[config.mk]
export PLATFORM = sky130hd
export DESIGN_NAME = swd_xfer_ctrl
export DESIGN_NICKNAME = d
export VERILOG_FILES = /design/src/rtl/swd_xfer_pkg.sv /design/src/rtl/swd_tick_gen.sv /design/src/rtl/swd_slot_cnt.sv /design/src/rtl/swd_xfer_ctrl.sv
export SDC_FILE = /design/constraint.sdc
export NUM_CORES = 1
export LEC_CHECK = 0
export ABC_AREA = 1
export ABC_CLOCK_PERIOD_IN_PS = 3600
export BUFFER_PORTS_ARGS = -buffer_cell sky130_fd_sc_hd__buf_4
export CORE_UTILIZATION = 45
export DETAILED_ROUTE_END_ITERATION = 16
export SKIP_CTS_REPAIR_TIMING = 1
export SLEW_MARGIN = 20
export SYNTH_ARGS = -nofsm -noshare
export SYNTH_HDL_FRONTEND = slang
export SYNTH_SLANG_ARGS = --single-unit
[constraint.sdc]
create_clock -name clk -period 3.6 [get_ports clk]
set_clock_uncertainty 0.2 [all_clocks]
set_input_delay 0.18 -clock clk [delete_from_list [all_inputs] [get_ports clk]]
set_output_delay 0.18 -clock clk [all_outputs]
set_load 0.01 [all_outputs]
[src/rtl/swd_xfer_pkg.sv]
package swd_xfer_pkg;

   typedef enum logic [3:0] {
      ST_IDLE,
      ST_HDR,
      ST_TRNA,
      ST_ACK,
      ST_RDAT,
      ST_TRNR,
      ST_TRNW,
      ST_WDAT,
      ST_IDLC,
      ST_DRAIN,
      ST_WZERO
   } swd_st_e;

   localparam logic [2:0] ACK_OK    = 3'b001;
   localparam logic [2:0] ACK_WAIT  = 3'b010;
   localparam logic [2:0] ACK_FAULT = 3'b100;
   localparam logic [3:0] RSP_PERR  = 4'b1000;
   localparam int         REQ_RNW   = 1;
   localparam int         DATA_SLOTS = 33;

   // header word, bit 0 leaves first
   function automatic logic [7:0] swd_header(input logic [3:0] r);
      return {1'b1, 1'b0, ^r, r, 1'b1};
   endfunction

endpackage

[src/rtl/swd_tick_gen.sv]
module swd_tick_gen #(
   parameter int HALF_CYC = 4
) (
   input  logic clk,
   input  logic rst_n,
   input  logic run,
   output logic swclk,
   output logic slot_end
);
   localparam int PER = 2 * HALF_CYC;
   localparam int CW  = (PER > 2) ? $clog2(PER) : 1;

   generate
      if (HALF_CYC < 1) begin : g_bad_half
         $error("HALF_CYC must be at least 1");
      end
   endgenerate

   logic [CW-1:0] cnt;

   always_ff @(posedge clk or negedge rst_n) begin
      if (!rst_n)                      cnt <= '0;
      else if (!run)                   cnt <= '0;
      else if (cnt == CW'(PER - 1))    cnt <= '0;
      else                             cnt <= cnt + 1'b1;
   end

   assign slot_end = run && (cnt == CW'(PER - 1));
   assign swclk    = !run || (cnt >= CW'(HALF_CYC));

   // a clock fall inside a transaction always follows the end of a slot
   AST_FALL_AT_SLOT: assert property (@(posedge clk) disable iff (!rst_n)
      (run && $past(run) && $fell(swclk)) |-> $past(slot_end)) else $error("AST_FALL_AT_SLOT");

endmodule

[src/rtl/swd_slot_cnt.sv]
module swd_slot_cnt #(
   parameter int W = 8
) (
   input  logic         clk,
   input  logic         rst_n,
   input  logic         clr,
   input  logic         adv,
   input  logic [W-1:0] len,
   output logic [W-1:0] idx,
   output logic         last
);
   generate
      if (W < 6) begin : g_bad_w
         $error("slot counter narrower than a data phase");
      end
   endgenerate

   assign last = (idx == len - 1'b1);

   always_ff @(posedge clk or negedge rst_n) begin
      if (!rst_n)              idx <= '0;
      else if (clr)            idx <= '0;
      else if (adv && last)    idx <= '0;
      else if (adv)            idx <= idx + 1'b1;
   end

   AST_IDX_IN_RANGE: assert property (@(posedge clk) disable iff (!rst_n)
      (adv && last) |=> (idx == '0)) else $error("AST_IDX_IN_RANGE");

endmodule

[src/rtl/swd_xfer_ctrl.sv]
module swd_xfer_ctrl
   import swd_xfer_pkg::*;
#(
   parameter int HALF_CYC = 4,
   parameter int IDLE_W   = 8,
   parameter int TRN_W    = 2
) (
   input  logic              clk,
   input  logic              rst_n,
   input  logic              start,
   input  logic [3:0]        req,
   input  logic [31:0]       wdata,
   input  logic [TRN_W-1:0]  trn_cfg,
   input  logic [IDLE_W-1:0] idle_cfg,
   input  logic              dp_on_err,
   output logic              busy,
   output logic              done,
   output logic [3:0]        rsp,
   output logic [31:0]       rdata,
   output logic              swclk,
   output logic              swdio_o,
   output logic              swdio_oe,
   input  logic              swdio_i
);
   localparam int LONG_MAX = (1 << TRN_W) + DATA_SLOTS;
   localparam int LW       = $clog2(LONG_MAX + 1);
   localparam int CNT_W    = (IDLE_W > LW) ? IDLE_W : LW;

   generate
      if (TRN_W < 1 || IDLE_W < 1) begin : g_bad_cfg
         $error("TRN_W and IDLE_W must be at least 1");
      end
   endgenerate

   swd_st_e            st;
   logic [CNT_W-1:0]   len, idx, trn_q, idle_q;
   logic [3:0]         req_q;
   logic [7:0]         hdr_q;
   logic [31:0]        wd_q, sh;
   logic               dp_q, wz_q, last, slot_end;
   logic [2:0]         ack_now;
   logic               rd_q;

   assign busy    = (st != ST_IDLE);
   assign rd_q    = req_q[REQ_RNW];
   assign ack_now = {swdio_i, sh[31], sh[30]};

   swd_tick_gen #(.HALF_CYC(HALF_CYC)) u_tick (
      .clk(clk), .rst_n(rst_n), .run(busy), .swclk(swclk), .slot_end(slot_end)
   );

   swd_slot_cnt #(.W(CNT_W)) u_slot (
      .clk(clk), .rst_n(rst_n), .clr(!busy), .adv(slot_end),
      .len(len), .idx(idx), .last(last)
   );

   // line drive per state
   always_comb begin
      swdio_oe = 1'b0;
      swdio_o  = 1'b1;
      unique case (st)
         ST_IDLE: begin swdio_oe = 1'b1; swdio_o = 1'b1; end
         ST_HDR:  begin swdio_oe = 1'b1; swdio_o = hdr_q[idx[2:0]]; end
         ST_WDAT: begin
            swdio_oe = 1'b1;
            swdio_o  = (idx == CNT_W'(32)) ? ^wd_q : wd_q[idx[4:0]];
         end
         ST_IDLC, ST_WZERO: begin swdio_oe = 1'b1; swdio_o = 1'b0; end
         default: begin swdio_oe = 1'b0; swdio_o = 1'b1; end
      endcase
   end

   always_ff @(posedge clk or negedge rst_n) begin
      if (!rst_n) begin
         st     <= ST_IDLE;
         len    <= CNT_W'(8);
         trn_q  <= '0;
         idle_q <= '0;
         req_q  <= '0;
         hdr_q  <= '0;
         wd_q   <= '0;
         dp_q   <= 1'b0;
         wz_q   <= 1'b0;
         sh     <= '0;
         rsp    <= '0;
         rdata  <= '0;
         done   <= 1'b0;
      end else begin
         done <= 1'b0;
         if (st == ST_IDLE) begin
            if (start) begin
               req_q  <= req;
               hdr_q  <= swd_header(req);
               wd_q   <= wdata;
               trn_q  <= CNT_W'(trn_cfg) + 1'b1;
               idle_q <= CNT_W'(idle_cfg);
               dp_q   <= dp_on_err;
               wz_q   <= 1'b0;
               len    <= CNT_W'(8);
               st     <= ST_HDR;
            end
         end else if (slot_end) begin
            if (st == ST_ACK || (st == ST_RDAT && !last))
               sh <= {swdio_i, sh[31:1]};
            if (last) begin
               unique case (st)
                  ST_HDR:  begin st <= ST_TRNA; len <= trn_q; end
                  ST_TRNA: begin st <= ST_ACK;  len <= CNT_W'(3); end
                  ST_ACK: begin
                     rsp <= {1'b0, ack_now};
                     if (ack_now == ACK_OK) begin
                        st  <= rd_q ? ST_RDAT : ST_TRNW;
                        len <= rd_q ? CNT_W'(DATA_SLOTS) : trn_q;
                     end else if (ack_now == ACK_WAIT || ack_now == ACK_FAULT) begin
                        st   <= ST_DRAIN;
                        len  <= (dp_q && rd_q) ? trn_q + CNT_W'(DATA_SLOTS) : trn_q;
                        wz_q <= dp_q && !rd_q;
                     end else begin
                        st  <= ST_DRAIN;
                        len <= trn_q + CNT_W'(DATA_SLOTS);
                     end
                  end
                  ST_RDAT: begin
                     rdata <= sh;
                     if ((^sh) != swdio_i) rsp <= RSP_PERR;
                     st  <= ST_TRNR;
                     len <= trn_q;
                  end
                  ST_TRNR, ST_WDAT: begin
                     if (idle_q == '0) begin st <= ST_IDLE; done <= 1'b1; end
                     else begin st <= ST_IDLC; len <= idle_q; end
                  end
                  ST_TRNW: begin st <= ST_WDAT; len <= CNT_W'(DATA_SLOTS); end
                  ST_DRAIN: begin
                     if (wz_q) begin st <= ST_WZERO; len <= CNT_W'(DATA_SLOTS); end
                     else begin st <= ST_IDLE; done <= 1'b1; end
                  end
                  default: begin st <= ST_IDLE; done <= 1'b1; end
               endcase
            end
         end
      end
   end

   AST_DONE_SINGLE: assert property (@(posedge clk) disable iff (!rst_n)
      done |=> !done) else $error("AST_DONE_SINGLE");
   AST_DONE_WITH_END: assert property (@(posedge clk) disable iff (!rst_n)
      $fell(busy) |-> done) else $error("AST_DONE_WITH_END");
   AST_START_IGNORED: assert property (@(posedge clk) disable iff (!rst_n)
      (busy && start) |=> $stable(req_q)) else $error("AST_START_IGNORED");
   AST_END_LINE_HIGH: assert property (@(posedge clk) disable iff (!rst_n)
      $fell(busy) |-> (swclk && swdio_oe && swdio_o)) else $error("AST_END_LINE_HIGH");
   AST_LINE_STILL_HIGH: assert property (@(posedge clk) disable iff (!rst_n)
      (busy && swclk && $past(swclk)) |-> ($stable(swdio_oe) && $stable(swdio_o))) else $error("AST_LINE_STILL_HIGH");
   AST_ACK_RELEASED: assert property (@(posedge clk) disable iff (!rst_n)
      (slot_end && st == ST_TRNA && last) |=> !swdio_oe) else $error("AST_ACK_RELEASED");

endmodule

==> results of run 1 <==
## path summary, 6_finish.rpt
kind | from | to | depth (start not counted)
worst max-delay path | u_slot.idx[0]$_DFFE_PN0P_ | swdio_o | 10
worst min-delay path | rst_n | wd_q[10]$_DFFE_PN0P_ | 2
worst max register to register | len[0]$_DFFE_PN0P_ | rdata[15]$_DFFE_PN0P_ | 14
worst min register to register | u_tick.cnt[0]$_DFF_PN0_ | u_tick.cnt[0]$_DFF_PN0_ | 1
max in group asynchronous | rst_n | sh[9]$_DFFE_PN0P_ | 3
min in group clk | start | trn_q[0]$_DFFE_PN0P_ | 5
## layout by cell type (no fill, tap or decap), drive strengths merged
master / instances
nor4: 3
a22oi: 1
o2111ai: 1
dfstp: 1
clkbuf: 22
inv: 92
a221oi: 1
nor2: 63
nand3b: 1
xor2: 26
ha: 10
buf: 98
o22ai: 11
nand4: 6
bufinv: 3
xnor2: 35
a31oi: 2
clkinvlp: 3
mux2: 43
dlygate4sd3: 49
nand2b: 1
dfrtp: 142
o21a: 1
nand2: 301
a311oi: 1
a211oi: 2
nand3: 40
a21oi: 9
clkinv: 4
nor3: 5
or2: 1
o211ai: 6
o31ai: 2
o21ai: 104
and2: 1
## kinds of logic after synthesis
group | share of synthesized area, %
xor+xnor | 6.939
buf+inv | 6.321
fa+ha+maj | 1.625
mux | 6.289
compound gates | 10.01
flops | 46.49
simple gates | 22.33
## flip-flops by register name, summed over array words and instances, names as in the netlist
signal and flops:
done 1, dp_q 1, hdr_q 5, idle_q 8, len 8, rdata 32, req_q 1, rsp 4
sh 32, st 4, trn_q 3, u_slot.idx 8, u_tick.cnt 3, wd_q 32, wz_q 1
## critical path, stage by stage (launching register included)
cell      delay [ns]
dfrtp_1         0.38
buf_4           0.21
inv_1           0.52
ha_1            0.26
nand3_1         0.09
nor4_1          0.25
nand3b_1        0.15
nand2_1         0.06
nand2_1         0.05
nand2_1         0.07
buf_4           0.15
## cell type report
type	instances	area (sq um)	area share, %
clock buffer	22	464.2	4.787
clock inverter	9	135.1	1.394
inverter	93	351.6	3.626
multi-input combinational	677	3636	37.50
sequential	143	3580	36.92
tap	220	275.3	2.839
timing repair buffer	147	1255	12.94
## power breakdown
group / switching, mW / leakage (nW) / internal (mW)
Clock: 0.678 / 0.282 / 1.12
Sequential: 0 / 1.91 / 1.61
Combinational: 0.0564 / 2.67 / 0.0760
Total: 0.734 / 4.87 / 2.81
## layer usage
metal,vias to the layer above,global-route usage (%),wire [um]
met2,110,33.22,8266
met3,15,5.057,800
met5,-,0,0
li1,3299,-,-
met4,0,5.428,167
met1,2900,27.62,8046
## Yosys cell counts (all sizes together)
master,n
nand2,301
dfrtp,142
o21ai,104
inv,92
nor2,63
mux2,43
nand3,40
xnor2,35
xor2,26
buf,21
o22ai,11
ha,10
a21oi,9
nand4,6
o211ai,6
clkbuf,5
nor3,5
nor4,3
a211oi,2
a31oi,2
o31ai,2
a221oi,1
a22oi,1
a311oi,1
and2,1
clkinv,1
dfstp,1
nand2b,1
nand3b,1
o2111ai,1
o21a,1
or2,1
==> results.cfg, run 1 <==
[pwr]
ir_drop_uv = 297.5
power_mw = 3.542
total_leakage_power_nw = 4.867
power.density_nw_per_um2 = 365.3

[yosys]
yosys.area.top_type = dfrtp_1
synthesis.nets = 1000
synthTopCellsByArea = dfrtp_1, nand2_1, mux2_2, o21ai_0, inv_1
yosys.area.top_type_share_pct = 46.15
avgSynthCellArea_sq_um = 8.200
ys_seq_elements = 143
yosysWarnings = 0
ys_seq_area_share_pct = 46.49
netlist_area_sq_um = 7700
netlist_instances = 939
ys_types = 42

[setup_path]
cp-start-kind = register
crit_required_ns = 3.22
path_class = register to output port
cp.arrival_ns = 2.61
critical_path.max_fanout = 25
ff2ff_setup_slack_ns = 0.92
end_kind = output port

[place]
dpl.hpwl_mm = 11.98
pre_cts_ws_ns = 0.9159
dpl_cell_area_sq_um = 8607
gp_congestion = 0.8737
dp.cells = 1231
portBuffers = 91

[floorplanning]
die_x_um = 132.8
core_sq_um = 16640
boundaryPins = 92
rows = 47
die_h_um = 132.8
dieArea_sq_um = 17640
start_util_pct = 46.27

[timing]
slew_viol_final = 0
rsz0062_at_grt = no
finalSetupViolations = 0
fin_tns_setup_ns = 0
fin_crit_ns = 2.985
finalHoldViolCount = 0
max-slew-margin-rel_pct = 54.47
timing.fmax_mhz = 335.0
tightest_slew_ns = 0.6822
layout_setup_ws_ns = 0.6148
whs_ns = 0.09014
finalCritPeriodShare_pct = 82.92

[min_path]
hold_path_class = input pin to async pin

[cts]
htreeDepth = 4
cts_root_buffer = clkbuf_16
clk_latency_ns = 0.42
clock-sinks = 143
cts_tree = done
numCtsBuffers = 17
ctsLongestPathBuffers = 2
clk_pin_slew_ns = 0.06

[routing]
routed_via_density = 4.824
drt-total-wl_mm = 17.28
dr_total_vias = 6324
wl_per_cell_um = 13.18
drtPass1Iterations = 4
drt_iter0_markers = 430
drc_errors = 0
postRouteAntennaNets = 0

[global_route]
grt_max_degree = 92
antenna_found_initial = 0
grtUsageTotal_pct = 20.59
first_global_vias = 6003
gr-total-overflow = 0
grt_pass1_wl_mm = 29.20

[layout]
final_cells = 1311
n_antenna_cell = 0
nets = 1140
post-route-util_pct = 58.27
final_area_sq_um = 9697
nFillCells = 1562
drive_gt1_share_pct = 17.69
area.growth.synth_to_final_pct = 25.93

[job]
drv_cap = 0

[run_status]
status = finished, final reports clean
Note: power is estimated with default switching activity, not from simulation.
==> run 2, diff against run 1 <==
--- a/config.mk
+++ b/config.mk
@@ -6,10 +6,11 @@
 export NUM_CORES = 1
 export LEC_CHECK = 0
 export ABC_AREA = 1
-export ABC_CLOCK_PERIOD_IN_PS = 3600
+export ABC_CLOCK_PERIOD_IN_PS = 2450
 export BUFFER_PORTS_ARGS = -buffer_cell sky130_fd_sc_hd__buf_4
 export CORE_UTILIZATION = 45
 export DETAILED_ROUTE_END_ITERATION = 16
+export PLACE_DENSITY = 0.67
 export SKIP_CTS_REPAIR_TIMING = 1
 export SLEW_MARGIN = 20
 export SYNTH_ARGS = -nofsm -noshare
==> constraint.sdc (replaced) <==
create_clock -name clk -period 2.45 [get_ports clk]
set_clock_uncertainty 0.2 [all_clocks]
set_input_delay 0.1225 -clock clk [delete_from_list [all_inputs] [get_ports clk]]
set_output_delay 0.1225 -clock clk [all_outputs]
set_load 0.01 [all_outputs]
==> run 2 against run 1 <==
Compared with the run above:
- highest routed layer unchanged
- non-clock buffer count is 14 higher
- hold slack worse by 0.050 ns
- critical path type unchanged
- critical endpoint unchanged
- largest cell class unchanged
- die area stayed put
- first-iteration DRC count shrank 8.1%
- flip-flop and latch count unchanged
==> results.cfg, run 2 (synthesis gave the netlist of run 1 again) <==
[layout]
final_common_cell = nand2_1
n_antenna_cell = 0
nets = 1154
final_cell_mix = nand2_1, dfrtp_1, buf_4
final_area_sq_um = 9956
drive_gt1_share_pct = 20.43
reg_top3 = rdata: 32 flops, sh: 32 flops, wd_q: 32 flops
area.growth.synth_to_final_pct = 29.30

[routing]
wl_per_cell_um = 13.32
drc_errors = 0
dr_total_vias = 6597
drtPass1Iterations = 5
drt-total-wl_mm = 17.67
postRouteAntennaNets = 0
routed_via_density = 4.975
drt_iter0_markers = 395

[min_path]
hold_path_class = input pin to async pin

[timing]
fin_crit_ns = 2.398
slew_viol_final = 0
timing.fmax_mhz = 416.9
fin_tns_setup_ns = 0
whs_ns = 0.04063
finalCritPeriodShare_pct = 97.90
max-slew-margin-rel_pct = 63.77
finalHoldViolCount = 0
tightest_slew_ns = 0.5435
rsz0062_at_grt = yes
finalSetupViolations = 0
layout_setup_ws_ns = 0.05155

[setup_path]
cpPeakStageDelay_ns = 0.41
crit_required_ns = 2.13
crit_top_cell = nand2_1
worstPathCellList = inv_1 -> ha_1 -> nand3_1 -> nor4_2 -> nand3b_1 -> nand2_2 -> nand2_1 -> nand2_1 -> buf_6
path_class = register to output port
cp.arrival_ns = 2.08
critical_path.max_fanout = 7
cp-start-kind = register
ff2ff_setup_slack_ns = 0.23
end_kind = output port
path_delay_family = simple AND/OR/NAND/NOR gates
critPathBufInv = 2
cpMaxStageDelayCell = dfrtp_1

[pwr]
power.density_nw_per_um2 = 534.3
total_leakage_power_nw = 4.978
ir_drop_uv = 488.8

[global_route]
use_met1_pct = 27.58
use_met2_pct = 33.25
grtUsageTotal_pct = 20.80
gr-max-usage-layer = met2
grt_pass1_wl_mm = 29.41
gr-total-overflow = 0
grt_util_met3_pct = 5.019
antenna_found_initial = 0
first_global_vias = 6189
grt_max_degree = 65

[floorplanning]
die_h_um = 132.8
rows = 47
boundaryPins = 92
die_x_um = 132.8
core_sq_um = 16640
start_util_pct = 46.27
dieArea_sq_um = 17640

[job]
drv_cap = 0

[cts]
cts_tree = done
clk_pin_slew_ns = 0.07
cts_root_buffer = clkbuf_16
numCtsBuffers = 17
clk_latency_ns = 0.43
ctsLongestPathBuffers = 2
htreeDepth = 4
clock-sinks = 143

[place]
dpl_cell_area_sq_um = 8685
portBuffers = 91
pre_cts_ws_ns = 0.1413
dpl.hpwl_mm = 12.04
gp_congestion = 0.9086

[run_status]
status = finished, final reports clean
==> run 2: per-layer routing <==
metal / wire length, um / part of all wire, %
met1: 8171 / 46
met2: 8477 / 48
met3: 684 / 3.9
met4: 334 / 1.9
met5: 0 / 0
==> run 2: metrics by stage <==
stage	std cells	power (mW)	utilization [%]
after floorplan	939	2.419	-
after global placement	1238	2.542	52.18
after detailed placement	1238	2.542	52.18
after CTS	1270	5.307	55.97
after global routing	1326	5.474	59.82
final	1326	5.319	59.82
==> run 2: final cells by class <==
type | instances | area, sq um
Clock buffer | 19 | 452.9
Clock inverter | 13 | 177.7
Fill cell | 1445 | 6686
Inverter | 93 | 354.1
Multi-Input combinational cell | 677 | 3715
Sequential cell | 143 | 3582
Tap cell | 220 | 275.3
Timing Repair Buffer | 161 | 1399
==> run 2: path summary, 6_finish.rpt <==
kind                                                start                 endpoint  cells past startpoint
worst min register to register    u_tick.cnt[0]$_DFF_PN0_  u_tick.cnt[0]$_DFF_PN0_                      1
worst min-delay path                                rst_n      wd_q[0]$_DFFE_PN0P_                      2
worst max-delay path            u_slot.idx[1]$_DFFE_PN0P_                  swdio_o                      9
worst max register to register         len[0]$_DFFE_PN0P_       len[2]$_DFFE_PN0P_                     13
max in group asynchronous                           rst_n       sh[31]$_DFFE_PN0P_                      3
min in group clk                  u_tick.cnt[0]$_DFF_PN0_  u_tick.cnt[0]$_DFF_PN0_                      1
==> run 2: worst register-to-register path, stage by stage, from the launching register on <==
cell and delay [ns]:
dfrtp_1 0.40, inv_2 0.12, ha_4 0.21, xnor2_1 0.12
nor2_1 0.08, nand4_1 0.15, nor2_4 0.17, nand2_1 0.08
nand2_1 0.08, inv_2 0.05, nor2_4 0.20, buf_4 0.16
nand2_1 0.04, o21ai_1 0.07
==> run 2: where the power goes <==
group,internal (mW),switching (mW),total (mW)
Sequential,2.36,0,2.36
Clock,1.68,1.08,2.76
Combinational,0.116,0.0831,0.199
Total,4.16,1.16,5.32
